File: src/rtl/irq_ctl_pkg.sv
// Package: shared constants of the interrupt status controller.
// Assumes an 8-bit register file with two byte addresses.
package irq_ctl_pkg;
    localparam int          REG_W        = 8;
    localparam logic [7:0]  ACK_CLEAR    = 8'hD6;  // bits an acknowledge may clear
    localparam logic [7:0]  STATUS_RST   = 8'h04;  // transmit-empty only
    localparam int          BIT_TX_EMPTY = 2;
    localparam int          BIT_TX_DONE  = 1;
    localparam logic        ADDR_STATUS  = 1'b0;
    localparam logic        ADDR_MASK    = 1'b1;
endpackage

File: src/rtl/irq_status_reg.sv
// Module: per-bit status latch. Each bit is set by an event or a force and
// cleared by an acknowledge only where CLEARABLE allows it. Set beats clear.
// Assumes single-cycle strobes and a synchronous active-low reset.
module irq_status_reg #(
    parameter int             W         = 8,
    parameter logic [W-1:0]   CLEARABLE = '1,
    parameter logic [W-1:0]   RST_VAL   = '0
) (
    input  logic          clk,
    input  logic          rst_n,
    input  logic [W-1:0]  set_i,
    input  logic          ack_we_i,
    input  logic [W-1:0]  ack_data_i,
    output logic [W-1:0]  status_o
);
    localparam logic [W-1:0] STICKY = ~CLEARABLE;

    logic [W-1:0] status_q;

    for (genvar i = 0; i < W; i++) begin : g_bit
        logic clr;
        // Clear request for this bit: acknowledge names it and it is clearable.
        always_comb clr = ack_we_i && ack_data_i[i] && CLEARABLE[i];
        // Bit state: reset value, then set priority over clear.
        always_ff @(posedge clk) begin
            if (!rst_n)          status_q[i] <= RST_VAL[i];
            else if (set_i[i])   status_q[i] <= 1'b1;
            else if (clr)        status_q[i] <= 1'b0;
        end
    end

    assign status_o = status_q;

    // A set request always leaves the bit set.
    assert_set_wins_R3: assert property (@(posedge clk) disable iff (!rst_n)
        (set_i != '0) |=> ((status_q & $past(set_i)) == $past(set_i)));

    // Bits outside the clearable set never drop on an acknowledge.
    assert_sticky_kept_R6: assert property (@(posedge clk) disable iff (!rst_n)
        ack_we_i |=> ((status_q & $past(status_q) & STICKY) == ($past(status_q) & STICKY)));

    // Without a set or an acknowledge the register holds.
    assert_hold_R12: assert property (@(posedge clk) disable iff (!rst_n)
        (!ack_we_i && set_i == '0) |=> $stable(status_q));
endmodule

File: src/rtl/irq_mask_reg.sv
// Module: interrupt mask register, loaded whole on a write.
// Assumes a synchronous active-low reset that clears it.
module irq_mask_reg #(
    parameter int W = 8
) (
    input  logic          clk,
    input  logic          rst_n,
    input  logic          we_i,
    input  logic [W-1:0]  wdata_i,
    output logic [W-1:0]  mask_o
);
    logic [W-1:0] mask_q;

    // Mask storage: cleared on reset, loaded on write.
    always_ff @(posedge clk) begin
        if (!rst_n)    mask_q <= '0;
        else if (we_i) mask_q <= wdata_i;
    end

    assign mask_o = mask_q;

    assert_mask_load_R10: assert property (@(posedge clk) disable iff (!rst_n)
        we_i |=> (mask_q == $past(wdata_i)));
endmodule

File: src/rtl/irq_read_port.sv
// Module: registered read mux with one cycle of latency.
// Assumes a one-bit address: 0 status, 1 mask.
module irq_read_port #(
    parameter int W = 8
) (
    input  logic          clk,
    input  logic          rst_n,
    input  logic          rd_en_i,
    input  logic          rd_addr_i,
    input  logic [W-1:0]  status_i,
    input  logic [W-1:0]  mask_i,
    output logic [W-1:0]  rd_data_o,
    output logic          rd_valid_o
);
    import irq_ctl_pkg::*;

    logic [W-1:0] data_q;
    logic         valid_q;

    // Capture the addressed register and flag validity.
    always_ff @(posedge clk) begin
        if (!rst_n) begin
            data_q  <= '0;
            valid_q <= 1'b0;
        end else begin
            valid_q <= rd_en_i;
            if (rd_en_i) data_q <= (rd_addr_i == ADDR_MASK) ? mask_i : status_i;
        end
    end

    assign rd_data_o  = data_q;
    assign rd_valid_o = valid_q;

    assert_read_latency_R11: assert property (@(posedge clk) disable iff (!rst_n)
        rd_en_i |=> rd_valid_o);
    assert_no_spurious_valid_R11: assert property (@(posedge clk) disable iff (!rst_n)
        !rd_en_i |=> !rd_valid_o);
endmodule

File: src/rtl/irq_status_ctrl.sv
// Module: top of the interrupt status controller. Decodes byte writes into an
// acknowledge or a mask load. Forces the two queue-derived status bits.
// Issues the completion-queue pop and drives the level interrupt.
// Assumes event strobes are one cycle wide and queue flags are synchronous.
module irq_status_ctrl (
    input  logic       clk,
    input  logic       rst_n,
    input  logic [7:0] evt_i,
    input  logic       txq_empty_i,
    input  logic       doneq_nonempty_i,
    input  logic       wr_en_i,
    input  logic       wr_addr_i,
    input  logic [7:0] wr_data_i,
    input  logic       rd_en_i,
    input  logic       rd_addr_i,
    output logic [7:0] rd_data_o,
    output logic       rd_valid_o,
    output logic       irq_o,
    output logic       doneq_pop_o
);
    import irq_ctl_pkg::*;

    logic [REG_W-1:0] force_set;
    logic [REG_W-1:0] set_all;
    logic [REG_W-1:0] status;
    logic [REG_W-1:0] mask;
    logic             ack_we;
    logic             mask_we;

    // Write decode: address 0 acknowledges, address 1 loads the mask.
    always_comb begin
        ack_we  = wr_en_i && (wr_addr_i == ADDR_STATUS);
        mask_we = wr_en_i && (wr_addr_i == ADDR_MASK);
    end

    // Queue-derived set requests merged with the event strobes.
    always_comb begin
        force_set               = '0;
        force_set[BIT_TX_EMPTY] = txq_empty_i;
        force_set[BIT_TX_DONE]  = doneq_nonempty_i;
        set_all                 = evt_i | force_set;
    end

    irq_status_reg #(
        .W         (REG_W),
        .CLEARABLE (ACK_CLEAR),
        .RST_VAL   (STATUS_RST)
    ) u_status (
        .clk        (clk),
        .rst_n      (rst_n),
        .set_i      (set_all),
        .ack_we_i   (ack_we),
        .ack_data_i (wr_data_i),
        .status_o   (status)
    );

    irq_mask_reg #(.W(REG_W)) u_mask (
        .clk     (clk),
        .rst_n   (rst_n),
        .we_i    (mask_we),
        .wdata_i (wr_data_i),
        .mask_o  (mask)
    );

    irq_read_port #(.W(REG_W)) u_read (
        .clk        (clk),
        .rst_n      (rst_n),
        .rd_en_i    (rd_en_i),
        .rd_addr_i  (rd_addr_i),
        .status_i   (status),
        .mask_i     (mask),
        .rd_data_o  (rd_data_o),
        .rd_valid_o (rd_valid_o)
    );

    // Pop strobe: acknowledge of transmit-done with an entry present.
    always_comb doneq_pop_o = ack_we && wr_data_i[BIT_TX_DONE] && doneq_nonempty_i;

    // Level interrupt from masked status.
    always_comb irq_o = |(status & mask);

    assert_pop_needs_entry_R9: assert property (@(posedge clk) disable iff (!rst_n)
        doneq_pop_o |-> (doneq_nonempty_i && wr_en_i));
    assert_irq_needs_mask_R2: assert property (@(posedge clk) disable iff (!rst_n)
        irq_o |-> (mask != '0));
    assert_tx_empty_forced_R4: assert property (@(posedge clk) disable iff (!rst_n)
        txq_empty_i |=> status[BIT_TX_EMPTY]);
    assert_tx_done_forced_R5: assert property (@(posedge clk) disable iff (!rst_n)
        doneq_nonempty_i |=> status[BIT_TX_DONE]);
endmodule

File: config.mk
export PLATFORM = sky130hd
export DESIGN_NAME = irq_status_ctrl
export DESIGN_NICKNAME = d
export VERILOG_FILES = /design/src/rtl/irq_ctl_pkg.sv /design/src/rtl/irq_status_reg.sv /design/src/rtl/irq_mask_reg.sv /design/src/rtl/irq_read_port.sv /design/src/rtl/irq_status_ctrl.sv
export SDC_FILE = /design/constraint.sdc
export NUM_CORES = 1
export LEC_CHECK = 0
export ABC_AREA = 1
export BUFFER_PORTS_ARGS = -buffer_cell sky130_fd_sc_hd__buf_2
export CORE_ASPECT_RATIO = 1.2
export CORE_UTILIZATION = 47
export CTS_CLUSTER_SIZE = 8
export DETAILED_ROUTE_END_ITERATION = 8
export PLACE_DENSITY = 0.82
export SETUP_SLACK_MARGIN = 0.1
export SLEW_MARGIN = 20
export SYNTH_ARGS = -nofsm -noshare
export SYNTH_HDL_FRONTEND = slang
export SYNTH_SLANG_ARGS = --single-unit
File: constraint.sdc
create_clock -name clk -period 0.8 [get_ports clk]
set_input_delay 0.16 -clock clk [delete_from_list [all_inputs] [get_ports clk]]
set_output_delay 0.16 -clock clk [all_outputs]
set_load 0.05 [all_outputs]
==> results_dict.tcl, run 1 <==
set metrics [dict create \
    die_h_um 52.2 \
    chipWidth_um 43.8 \
    outcome "did not finish" \
    cts-root-buf "clkbuf_4" \
    initial_core_util_pct 51.6 \
    dpl.hpwl_um 1930 \
    tritoncts_num_sinks 25 \
    ys_seq_area_share_pct 50.7 \
    std_cell_rows 17 \
    count_of_distinct_cell_types_in_the_synthesized_netlist 15 \
    mappedNetlistNets 157 \
    port_buffers 34 \
    synth-warning-count 0 \
    cts.htree.levels 1 \
    yosys_top_cell_by_area "dfxtp_1" \
    grt_antenna_before_repair 0 \
    synthesis.area_per_instance_um2 7.42 \
    timing.worst_endpoint.kind "top-level output" \
    grt_start_max_net_pins 15 \
    synth.top_cell.area_share_pct 50.7 \
    haltStage "global routing (5_1_grt)" \
    syn_area_um2 987 \
    cts_max_path_buffers 2 \
    cts_buffers 3 \
    post_synth_inst_count 133 \
    commonest_cells_in_the_netlist "dfxtp_1, nand2_1, nor2_1, a21oi_1" \
    yosys_register_bits 25 \
    post_synth_main_area_contributors "dfxtp_1, a21oi_1, nand2_1" \
    num_io_pins 35 \
    synth-edff-count 0 \
    worstEndpointGrtRepair "irq_o" \
    asyncSetResetFlopFracSynth_pct 0 \
    ys_dominant_reg_cell "dfxtp_1" \
    cts_hold_buf 0 \
    run.stop_error "[ERROR DPL-0033] detailed placement checks failed during check placement." \
    gp_routability_congestion 0.759 \
]
kinds of logic after synthesis:
logic type	share of synthesized area, %
and+or+nand+nor	24.3
DFF	50.7
buffers and inverters	6.72
AOI/OAI and AO/OA	18.3
what timing repair did:
item,4_1_cts
gates resized for setup,76
cloned,0
setup buffers,6
pin swaps,11
endpoints found under the setup margin,23
stage by stage:
step	hold slack [ns]	cells	instance area, µm²	setup WS [ns]
floorplan	0.263	133	1040	-0.0493
global placement	0.363	210	1430	-0.189
detailed placement	0.371	210	1430	-0.213
CTS	0.0360	218	1720	-0.501
==> run 2: changes to the inputs <==
--- a/config.mk
+++ b/config.mk
@@ -7,12 +7,10 @@
 export LEC_CHECK = 0
 export ABC_AREA = 1
 export BUFFER_PORTS_ARGS = -buffer_cell sky130_fd_sc_hd__buf_2
-export CORE_ASPECT_RATIO = 1.2
-export CORE_UTILIZATION = 47
-export CTS_CLUSTER_SIZE = 8
+export CORE_AREA = 2 2 63 65
 export DETAILED_ROUTE_END_ITERATION = 8
-export PLACE_DENSITY = 0.82
-export SETUP_SLACK_MARGIN = 0.1
+export DIE_AREA = 0 0 65 67
+export PLACE_DENSITY_LB_ADDON = 0.15
 export SLEW_MARGIN = 20
 export SYNTH_ARGS = -nofsm -noshare
 export SYNTH_HDL_FRONTEND = slang
==> results_dict.tcl, run 2 <==
set metrics [dict create \
    outcome "complete, but fails checks" \
    violations "negative setup slack" \
    timing.reg2reg.setup_slack_ns 0 \
    commonest_cells_in_the_netlist "dfxtp_1, nand2_1, nor2_1, a21oi_1" \
    cts_buffers 3 \
    drive_gt1_share_pct 52.8 \
    synthesis.area_per_instance_um2 7.42 \
    tritoncts_num_sinks 25 \
    worst-setup-path-type "flop to output pin" \
    r2r-start "u_mask.mask_o[4]" \
    synth-warning-count 0 \
    reg2regPathDepth 3 \
    drc 0 \
    areaGrowthSynthToFinish_pct 69.6 \
    ys_dominant_reg_cell "dfxtp_1" \
    num-fill-cells 370 \
    power_leakage_uw 0.000798 \
    cts_max_path_buffers 2 \
    post_synth_main_area_contributors "dfxtp_1, a21oi_1, nand2_1" \
    initial_core_util_pct 27.4 \
    chipWidth_um 65 \
    ys_seq_area_share_pct 50.7 \
    clock-skew-final_ns 0.00383 \
    dr.pass1.iters 4 \
    rsz0062_at_grt "true" \
    cts_tree "built" \
    max_slew_vio_count 0 \
    clock_transition_at_path_regs_ns 0.09 \
    synth-edff-count 0 \
    worst_setup_slack_before_clock_tree_synthesis_ns -0.226 \
    clk-insertion-delay-late_ns 0.26 \
    worst_slack_ns -0.409 \
    cts-root-buf "clkbuf_8" \
    dpl.hpwl_um 2210 \
    syn_area_um2 987 \
    most-common-layout-cells "buf_4, nor2_1, buf_2" \
    coreArea_um2 3610 \
    post_synth_inst_count 133 \
    gr-usage-all-layers_pct 13.2 \
    fin_hold_ws_ns 0.0855 \
    port_buffers 34 \
    mappedNetlistNets 157 \
    yosys_top_cell_by_area "dfxtp_1" \
    crit_end "irq_o" \
    critPathCaptureType "output pin" \
    grt_start_max_net_pins 15 \
    synth.top_cell.area_share_pct 50.7 \
    drtIter0Drc 37 \
    worstPathArrival_ns 1.05 \
    postRouteAntennaNets 0 \
    fin_nets 224 \
    wl_per_cell_um 10.9 \
    die_area_um2 4360 \
    gp_routability_congestion 0.768 \
    timing.hold.worst.class "primary input to flop" \
    setup.worst_path.start "u_status.status_o[6]" \
    slew_headroom_pct 79.2 \
    die_h_um 67 \
    max_cap_viol_count 0 \
    vdd_drop_max_v 0.000511 \
    report.final.hold_viol_count 0 \
    std_cell_rows 22 \
    finalWirelength_um 2700 \
    globalRoute.totalOverflow 0 \
    routed-via-count 1066 \
    asyncSetResetFlopFracSynth_pct 0 \
    num_io_pins 35 \
    grt_antenna_before_repair 0 \
    setup_viol 11 \
    drt-vias-per-instance 4.32 \
    layout_commonest_cell "buf_4" \
    worstPathMaxFanout 2 \
    fmaxAchievable_ghz 0.827 \
    count_of_distinct_cell_types_in_the_synthesized_netlist 15 \
    r2r_end "u_read.rd_data_o[4]" \
    power.total_uw 2860 \
    layout_min_cycle_time_ns 1.21 \
    first_global_vias 1034 \
    cts.htree.levels 1 \
    antenna_cells_inserted 0 \
    power_density_nw_per_um2 1710 \
    worstMarginPinSlew_ns 0.312 \
    yosys_register_bits 25 \
    required_ns 0.64 \
    final.period_utilization_pct 151 \
    setup_total_negative_slack_ns -1.42 \
    category_of_the_worst_setup_path_launch_point "flop" \
    grt_first_pass_wirelength_um 4420 \
]
run 2: power by group:
part	internal (µW)	total [µW]	switching [µW]
clock	348	730	382
combinational	346	740	394
sequential	1340	1390	51.0
run 2: kinds of logic (layout without fill, tap and decap cells):
family / Yosys count / after routing / share of synthesized area [%]
buffers and inverters: 13 / 79 / 6.72
AO/OA/AOI/OAI: 36 / 36 / 18.3
AND/OR/NAND/NOR: 59 / 59 / 24.3
flip-flops: 25 / 25 / 50.7
run 2: cell type report:
| cell class | instances | area [µm²] | area share [%] |
|---|---|---|---|
| inverters | 10 | 47.5 | 2.84 |
| repair buffers | 65 | 504 | 30.1 |
| flip-flops and latches | 25 | 523 | 31.2 |
| multi-input cells | 95 | 493 | 29.4 |
| clock inverters | 1 | 5.00 | 0.299 |
| clock buffers | 3 | 41.3 | 2.47 |
| well taps | 48 | 60.1 | 3.59 |
run 2: worst max-delay path, stage by stage (launching register included):
cell and delay, ns:
dfxtp_2 0.33, nand2_2 0.06, nand3_2 0.09, nor2_4 0.11
nand2_4 0.06, buf_8 0.14
run 2: per-stage QoR:
stage	instances	utilization, %	instance area (µm²)
after floorplan	133	-	1020
after CTS	246	44.7	1610
after global placement	242	40.2	1450
final	247	46.4	1670
after global routing	247	46.4	1670
after detailed placement	242	40.2	1450
run 2: per-layer routing:
metal	global-route usage, %	share of wire (%)	vias to the layer above	routed length [µm]
li1	-	-	563	-
met1	16.2	47	464	1280
met2	22.6	46	35	1230
met3	2.87	5.6	4	152
met4	4.79	1.3	0	34
met5	0	0	-	0
run 2: worst min path at each step:
stage / depth (start not counted) / startpoint / endpoint / slack (ns)
floorplan: 2 / evt_i[2] / u_status.status_o[2] / 0.26
global placement: 3 / evt_i[2] / u_status.status_o[2] / 0.36
detailed placement: 3 / txq_empty_i / u_status.status_o[2] / 0.36
CTS: 3 / txq_empty_i / u_status.status_o[2] / 0.08
global route: 3 / txq_empty_i / u_status.status_o[2] / 0.09
finish: 3 / txq_empty_i / u_status.status_o[2] / 0.09
run 2: timing repair:
| action | CTS | global route |
|---|---|---|
| hold buffers | 0 | 0 |
| resized for setup | 37 | 20 |
| pin swaps | 2 | 5 |
| buffers inserted | 0 | 1 |
| setup endpoints to repair | 11 | 16 |
Note: power is estimated with default switching activity, not from simulation.
